`src/rtl/scdl_pkg.sv`:
```
`timescale 1ns/1ps
package scdl_pkg;
   typedef enum logic {
      LD_IDLE  = 1'b0,
      LD_SHIFT = 1'b1
   } ld_state_t;
endpackage

```
`src/rtl/scdl_latch_div.sv`:
```
`timescale 1ns/1ps
module scdl_latch_div #(
   parameter int MAX_RATIO = 128,
   parameter int RATE_W    = 3,
   parameter int LE_HIGH   = 2,
   parameter int LOAD_SPAN = 38,
   parameter int CNT_W     = 8
) (
   input  logic              clk,
   input  logic              rst_n,
   input  logic [RATE_W-1:0] rate_code,
   output logic              le,
   output logic              fam,
   output logic              bad_cfg,
   output logic              start
);
   localparam logic [CNT_W-1:0] MAX_C  = CNT_W'(MAX_RATIO);
   localparam logic [CNT_W-1:0] HI_C   = CNT_W'(LE_HIGH);
   localparam logic [CNT_W-1:0] SPAN_C = CNT_W'(LOAD_SPAN);
   localparam logic [CNT_W-1:0] ONE_C  = CNT_W'(1);

   logic [CNT_W-1:0] cnt_q;
   logic [CNT_W-1:0] ratio_q;
   logic [CNT_W-1:0] ratio_n;
   logic [CNT_W-1:0] cnt_inc;
   logic             wrap;

   assign ratio_n = MAX_C >> rate_code[RATE_W-2:0];
   assign cnt_inc = cnt_q + ONE_C;
   assign wrap    = (cnt_q == ratio_q - ONE_C);
   assign start   = (cnt_q == HI_C);

   always_ff @(posedge clk) begin
      if (!rst_n) begin
         cnt_q   <= MAX_C - ONE_C;
         ratio_q <= MAX_C;
         le      <= 1'b0;
         fam     <= 1'b0;
         bad_cfg <= 1'b0;
      end else if (wrap) begin
         cnt_q   <= '0;
         ratio_q <= ratio_n;
         fam     <= rate_code[RATE_W-1];
         bad_cfg <= (ratio_n < SPAN_C);
         le      <= 1'b1;
      end else begin
         cnt_q <= cnt_inc;
         le    <= (cnt_inc < HI_C);
      end
   end
endmodule

```
`src/rtl/scdl_sample_hold.sv`:
```
`timescale 1ns/1ps
module scdl_sample_hold #(
   parameter int WORD_W = 16
) (
   input  logic              clk,
   input  logic              rst_n,
   input  logic              start,
   input  logic              en,
   input  logic              s_valid,
   input  logic [WORD_W-1:0] s_left,
   input  logic [WORD_W-1:0] s_right,
   output logic              s_ready,
   output logic [WORD_W-1:0] word_l,
   output logic [WORD_W-1:0] word_r,
   output logic              underrun
);
   logic [WORD_W-1:0] hold_l;
   logic [WORD_W-1:0] hold_r;

   assign s_ready = start & en;
   assign word_l  = s_valid ? s_left  : hold_l;
   assign word_r  = s_valid ? s_right : hold_r;

   always_ff @(posedge clk) begin
      if (!rst_n) begin
         hold_l   <= '0;
         hold_r   <= '0;
         underrun <= 1'b0;
      end else if (start) begin
         if (en) begin
            underrun <= ~s_valid;
            if (s_valid) begin
               hold_l <= s_left;
               hold_r <= s_right;
            end
         end else begin
            underrun <= 1'b0;
         end
      end
   end
endmodule

```
`src/rtl/scdl_shifter.sv`:
```
`timescale 1ns/1ps
module scdl_shifter
   import scdl_pkg::*;
#(
   parameter int WORD_W = 16,
   parameter int NCH    = 2
) (
   input  logic                       clk,
   input  logic                       rst_n,
   input  logic                       load,
   input  logic [NCH-1:0][WORD_W-1:0] words,
   output logic                       bck,
   output logic [NCH-1:0]             dat
);
   localparam int BIT_W = $clog2(WORD_W);
   localparam logic [BIT_W-1:0] LAST_C = BIT_W'(WORD_W - 1);

   ld_state_t        st;
   logic             ph;
   logic [BIT_W-1:0] bidx;
   logic             advance;

   assign advance = (st == LD_SHIFT) && ph && (bidx != LAST_C);

   always_ff @(posedge clk) begin
      if (!rst_n) begin
         st   <= LD_IDLE;
         ph   <= 1'b0;
         bidx <= '0;
         bck  <= 1'b0;
      end else if (load) begin
         st   <= LD_SHIFT;
         ph   <= 1'b0;
         bidx <= '0;
         bck  <= 1'b0;
      end else if (st == LD_SHIFT) begin
         if (!ph) begin
            bck <= 1'b1;
            ph  <= 1'b1;
         end else begin
            bck <= 1'b0;
            ph  <= 1'b0;
            if (bidx == LAST_C) st <= LD_IDLE;
            else                bidx <= bidx + 1'b1;
         end
      end
   end

   for (genvar c = 0; c < NCH; c++) begin : g_lane
      logic [WORD_W-1:0] sh;
      logic              bit_q;
      always_ff @(posedge clk) begin
         if (!rst_n) begin
            sh    <= '0;
            bit_q <= 1'b0;
         end else if (load) begin
            bit_q <= words[c][WORD_W-1];
            sh    <= words[c] << 1;
         end else if (advance) begin
            bit_q <= sh[WORD_W-1];
            sh    <= sh << 1;
         end
      end
      assign dat[c] = bit_q;
   end
endmodule

```
`src/rtl/scdac_loader.sv`:
```
`timescale 1ns/1ps
module scdac_loader #(
   parameter int WORD_W    = 16,
   parameter int MAX_RATIO = 128,
   parameter int RATE_W    = 3,
   parameter int LE_HIGH   = 2,
   parameter int GUARD     = 4
) (
   input  logic              clk,
   input  logic              rst_n,
   input  logic [RATE_W-1:0] rate_code,
   input  logic              s_valid,
   output logic              s_ready,
   input  logic [WORD_W-1:0] s_left,
   input  logic [WORD_W-1:0] s_right,
   output logic              dac_le,
   output logic              dac_bck,
   output logic              dac_dl,
   output logic              dac_dr,
   output logic              fam_sel,
   output logic              cfg_err,
   output logic              underrun
);
   localparam int NCH       = 2;
   localparam int CNT_W     = $clog2(MAX_RATIO) + 1;
   localparam int LOAD_SPAN = LE_HIGH + 2 * WORD_W + GUARD;
   localparam int MIN_RATIO = MAX_RATIO >> ((2 ** (RATE_W - 1)) - 1);

   if (RATE_W < 2) begin : g_chk_rate
      $error("rate code needs a family bit and a shift field");
   end
   if ((MAX_RATIO & (MAX_RATIO - 1)) != 0) begin : g_chk_pow2
      $error("MAX_RATIO must be a power of two");
   end
   if (MIN_RATIO < LE_HIGH + 2) begin : g_chk_min
      $error("shortest ratio leaves no low phase for a load start");
   end
   if (MAX_RATIO < LOAD_SPAN) begin : g_chk_span
      $error("no ratio can hold a full load and guard");
   end
   if (LE_HIGH < 1 || WORD_W < 2) begin : g_chk_misc
      $error("LE_HIGH and WORD_W out of range");
   end

   logic                       start;
   logic                       bad_cfg;
   logic [WORD_W-1:0]          word_l;
   logic [WORD_W-1:0]          word_r;
   logic [NCH-1:0][WORD_W-1:0] words;
   logic [NCH-1:0]             dat;

   scdl_latch_div #(
      .MAX_RATIO(MAX_RATIO), .RATE_W(RATE_W), .LE_HIGH(LE_HIGH),
      .LOAD_SPAN(LOAD_SPAN), .CNT_W(CNT_W)
   ) u_div (
      .clk(clk), .rst_n(rst_n), .rate_code(rate_code),
      .le(dac_le), .fam(fam_sel), .bad_cfg(bad_cfg), .start(start)
   );

   scdl_sample_hold #(.WORD_W(WORD_W)) u_hold (
      .clk(clk), .rst_n(rst_n), .start(start), .en(~bad_cfg),
      .s_valid(s_valid), .s_left(s_left), .s_right(s_right),
      .s_ready(s_ready), .word_l(word_l), .word_r(word_r),
      .underrun(underrun)
   );

   assign words[0] = word_l;
   assign words[1] = word_r;

   scdl_shifter #(.WORD_W(WORD_W), .NCH(NCH)) u_shift (
      .clk(clk), .rst_n(rst_n), .load(s_ready), .words(words),
      .bck(dac_bck), .dat(dat)
   );

   assign dac_dl  = dat[0];
   assign dac_dr  = dat[1];
   assign cfg_err = bad_cfg;
endmodule

```
`config.mk`:
```
export PLATFORM = sky130hd
export DESIGN_NAME = scdac_loader
export DESIGN_NICKNAME = d
export VERILOG_FILES = /design/src/rtl/scdl_pkg.sv /design/src/rtl/scdl_latch_div.sv /design/src/rtl/scdl_sample_hold.sv /design/src/rtl/scdl_shifter.sv /design/src/rtl/scdac_loader.sv
export SDC_FILE = /design/constraint.sdc
export NUM_CORES = 1
export LEC_CHECK = 0
export ABC_AREA = 1
export BUFFER_PORTS_ARGS = -buffer_cell sky130_fd_sc_hd__buf_2
export CAP_MARGIN = 5
export CORE_UTILIZATION = 45
export CTS_CLUSTER_DIAMETER = 60
export CTS_CLUSTER_SIZE = 24
export DETAILED_ROUTE_END_ITERATION = 8
export GPL_ROUTABILITY_DRIVEN = 1
export MAX_ROUTING_LAYER = met4
export SLEW_MARGIN = 20
export SYNTH_ARGS = -nofsm -noshare
export SYNTH_HDL_FRONTEND = slang
export SYNTH_SLANG_ARGS = --single-unit
```
`constraint.sdc`:
```
create_clock -name clk -period 1.9 [get_ports clk]
set_input_delay 0.38 -clock clk [delete_from_list [all_inputs] [get_ports clk]]
set_output_delay 0.38 -clock clk [all_outputs]
set_load 0.05 [all_outputs]
```
# [After elaboration in Yosys (flattened, before gate mapping)]
# Cells that the tools add are included.
[totals] regBits=90 input_bits=38 output_inout_bits=8 elab_cells=56
[op_classes] n_addsub=3 n_lt_le_gt_ge=2 n_eq_ne=4 shifts=1 muxes=18 bitwise=5 n_reduce_logical=7
[ops] cell="$mux 16" count=6
[ops] cell="$mux 1" count=11
[ops] cell="$add 8x1->8 const B" count=1
[ops] cell="$eq 8x2->1 const B" count=1
[ops] cell="$eq 8x8->1" count=1
[ops] cell="$lt 8x2->1 const B" count=1
[ops] cell="$lt 8x6->1 const B" count=1
[ops] cell="$shr 8x2->8 const A" count=1
[ops] cell="$sub 8x1->8 const B" count=1
[ops] cell="$mux 7" count=1
[ops] cell="$add 4x1->4 const B" count=1
[ops] cell="$eq 4x4->1 const B" count=1
[ops] cell="$ne 4x4->1 const B" count=1
[ops] cell="$not 1->1" count=4
[ops] cell="$reduce_or 2->1" count=2
[ops] cell="$reduce_and 3->1" count=1
[ops] cell="$logic_and 1x1->1" count=2
[ops] cell="$reduce_and 2->1" count=1
[ops] cell="$reduce_bool 2->1" count=1
[ops] cell="$and 1x1->1" count=1

# [Depth between registers and ports, before layout]
[logic_depth] ltp_word=5 mapped_depth=12 depth_no_buf=12

# [Modules after synthesis]
# Synthesis repeated with hierarchy kept, for this count alone.
[hier_totals] cells_unflattened=760 area_unflattened_um2=4892.2
[by_module_without_submodules] mod="scdl_sample_hold" n_inst=1 cells_each=346 area_per_inst_um2=2187.1 seq_area_each_um2=660.6
[by_module_without_submodules] mod="scdl_shifter" n_inst=1 cells_each=285 area_per_inst_um2=1856.8 seq_area_each_um2=760.7
[by_module_without_submodules] mod="scdl_latch_div" n_inst=1 cells_each=128 area_per_inst_um2=844.6 seq_area_each_um2=300.3
[by_module_without_submodules] mod="scdac_loader" n_inst=1 cells_each=1 area_per_inst_um2=3.8 seq_area_each_um2=0.0

# [Worst setup path before layout]
# OpenSTA, ideal clock, no wires.
[synth_timing] path_kind="register -> output" startpoint="register u_div.cnt_q[0]" endpoint="output port s_ready" t_arrival_ns=1.373 required_time_ns=1.520 slack_ns=0.147 path_stages_with_launch=8 path_buffers=1 path_cell_list="dfxtp_1 inv_1 ha_1 nand4_1 nor2_2 nand2_4 buf_2 inv_1"
[synth_between] elab_chain_cells=2
[synth_rtl] element="start, declared" line="scdl_latch_div.sv:22" text="logic [CNT_W-1:0] cnt_q;"
[synth_rtl] element="start signal, assigned" line="scdl_latch_div.sv:35" text="cnt_q <= MAX_C - ONE_C;"
[synth_rtl] element="start signal, assigned" line="scdl_latch_div.sv:47" text="cnt_q <= cnt_inc;"
[synth_rtl] element="$eq 8x2->1" line="scdl_latch_div.sv:31" text="assign start = (cnt_q == HI_C);"
[synth_rtl] element="$and 1x1->1" line="scdl_sample_hold.sv:20" text="assign s_ready = start & en;"
[synth_rtl] element="end, declared" line="scdac_loader.sv:13" text="output logic s_ready,"
# Every way passes these cells.

# [Worst setup path after layout]
# Same ends and word-level chain as after synthesis.

==> impl_metrics.toml <==
[sta]
max_freq_mhz = 541
timing.final.ws_setup_ns = 0.0517
worst_slew_margin_rel_pct = 64.5
skew_ns = 0.0112
rsz0062_at_grt = "true"
min_period_ns = 1.85
timing_worst_slew_pin_value_ns = 0.532
setup_viol = 0
hold_viol_final = 0
post-route-period-util_pct = 97.3
report.final.slew_viol_count = 0
finalSetupTns_ns = 0

[layout]
final_common_cell = "nand2_1"
n_antenna_cell = 0
final_cells = 718
layout-drive-gt1-share_pct = 13.4
area_delta_synth_final_pct = 11.9
layout_common_cells = "nand2_1 (144), dfxtp_1 (84), nor2_1 (78)"
final_core_util_pct = 52.8
final_nets = 653

[setup_path]
crit_path_frequent_cell = "inv_2"
worstPathArrival_ns = 1.47
cp_max_fo = 5
crit_type = "reg -> out"
critPathTopFamily = "simple AND/OR/NAND/NOR gates"
critPathLaunch = "u_div.cnt_q[0]$_SDFF_PN1_"
path_buf_inv = 3
r2r_start = "u_div.ratio_q[4]$_SDFFE_PN0N_"
crit_path_top_delay_cell = "dfxtp_4"
worstPathRequired_ns = 1.52
crit_path_end_kind = "primary output"
cp-start-kind = "flop"
crit_chain = "inv_2 -> ha_1 -> nand4_1 -> nor2_2 -> nand2_4 -> inv_2 -> buf_8"
cp_slowest_stage_delay_ns = 0.37

[synth]
ys_seq_elements = 86
synth_cell_types = 25
synth_cells = 579
netlist_area_um2 = 3960
yosys_warnings = 0
yosysSeqAreaShare_pct = 43.5
synth.avg_cell_area_um2 = 6.84
syn-num-nets = 621

[placed_design]
io_buffers = 45
post-place-ws_ns = 0.171
place.detailed.hpwl_mm = 5.76
dpl.cell_count = 704
gp_congestion = 0.862

[global_routing]
overflow = 0
grt_pass1_wl_mm = 15.8
grt_pass1_vias = 3448
grt_max_degree = 66
antenna_found_initial = 0
grt_use_total_pct = 22.9

[detailed_routing]
wl_per_cell_um = 12.9
avgViaCountPerCell = 5.05
antenna_left = 0
finalWirelength_mm = 9.29
drcViolationCount = 0
dr_total_vias = 3624
drt_iter0_drc = 182
first_pass_iters = 4

[worst_hold_path]
hold_path.class = "in -> reg"
worstHoldStart = "rate_code[2]"

[clock_network]
holdBufCountCts = 0
numCtsBuffers = 9
path_clk_slew_ns = 0.08
cts_root_buffer = "clkbuf_8"
cts.sinks = 86
clk_latency_ns = 0.35
clock_path_buffers = 2
htree_levels = 3
cts_tree = "done"

[power_and_ir_drop]
p_leak_nw = 2.09
power_density_nw_per_um2 = 984
worst_ir_drop_vdd_uv = 485
p_total_mw = 4.36

[die]
fp.coreArea_um2 = 8380
rows = 33
die_h_um = 95.8
dieWidth_um = 95.8
ios = 46
initial_utilization_pct = 47.2
die_area_um2 = 9180

[job]
max-cap-violations = 0

[run_status]
run_status = "completed"
[cell usage after synthesis, drive strengths merged]
cell      n  area share, %
nand2   147             14
dfxtp    86             43
nor2     80            7.7
o21ai    73            9.2
inv      61            5.8
nand3    47            5.9
o22ai    30            4.7
buf      20            3.3
clkbuf   14            1.3
ha        4            1.3
xor2      4           0.88
nand4     3           0.47
xnor2     3           0.66
a21oi     2           0.25
nor3      2           0.25
clkinv    1          0.095
nand3b    1           0.19
o21bai    1           0.19
[metal layers]
layer	track usage (%)	up-vias	part of all wire, %	wire, um
met5	-	-	0	0
met2	40.0	64	48	4490
met4	4.85	0	0.54	50
li1	-	1917	-	-
met3	5.06	6	4.0	368
met1	27.1	1637	47	4380
[per-stage QoR]
stage | hold WS (ns) | cell area [um^2]
floorplan | 0.441 | 3960
global placement | 0.451 | 4230
detailed placement | 0.455 | 4230
CTS | 0.322 | 4420
global route | 0.337 | 4430
finish | 0.331 | 4430
[sequential cells by signal, summed over array words and instances (netlist names)]
signal / flops
u_shift.bidx: 4
u_div.fam: 1
u_div.le: 1
u_shift.g_lane.bit_q: 2
u_hold.hold_r: 16
u_div.cnt_q: 8
u_hold.underrun: 1
u_shift.g_lane.sh: 30
u_div.ratio_q: 4
u_div.bad_cfg: 1
u_shift.st: 1
u_shift.bck: 1
u_hold.hold_l: 16
[tightest hold or removal path, cell delays in order]
cell and delay, ns:
buf_2 0.07, nand3b_1 0.09, nand2_1 0.04, nor2_1 0.07
[cell type report]
| class | instances | area (um^2) |
|---|---|---|
| clock buffer | 11 | 141 |
| clock inverter | 2 | 35.0 |
| fill | 847 | 3950 |
| inverter | 62 | 233 |
| multi-input combinational | 397 | 1820 |
| sequential | 86 | 1730 |
| tap | 105 | 131 |
| timing repair buffer | 55 | 339 |
[timing repair]
item	4_1_cts	5_1_grt
setup endpoints to repair	1	40
pin swaps	1	3
gates resized for setup	4	5
setup buffers	1	0
cloned	0	0
[logic make-up (layout without fill, tap and decap cells)]
| logic type | Yosys count | in the layout | share of synthesized area (%) |
|---|---|---|---|
| AND/OR/NAND/NOR | 280 | 280 | 28.8 |
| AO/OA/AOI/OAI | 106 | 106 | 14.4 |
| buffers and inverters | 96 | 130 | 10.5 |
| flip-flops | 86 | 86 | 43.5 |
| XOR/XNOR | 7 | 7 | 1.55 |
| adder cells (fa/ha/maj) | 4 | 4 | 1.26 |
[final timing paths]
kind	end	slack, ns	cells after the start
hold / removal	u_div.fam$_SDFFE_PN0N_	0.33	4
setup reg to reg	u_div.cnt_q[0]$_SDFF_PN1_	0.18	10
setup / recovery	s_ready	0.05	7
hold reg to reg	u_hold.underrun$_SDFFE_PN0N_	0.46	2
[power breakdown]
part	leakage (nW)	internal [mW]	total, mW	switching (mW)
logic	1.31	0.356	1.09	0.733
registers	0.695	1.92	2.04	0.115
clock network	0.0911	0.621	1.23	0.610
No activity file was read; power rests on OpenSTA's default activity.
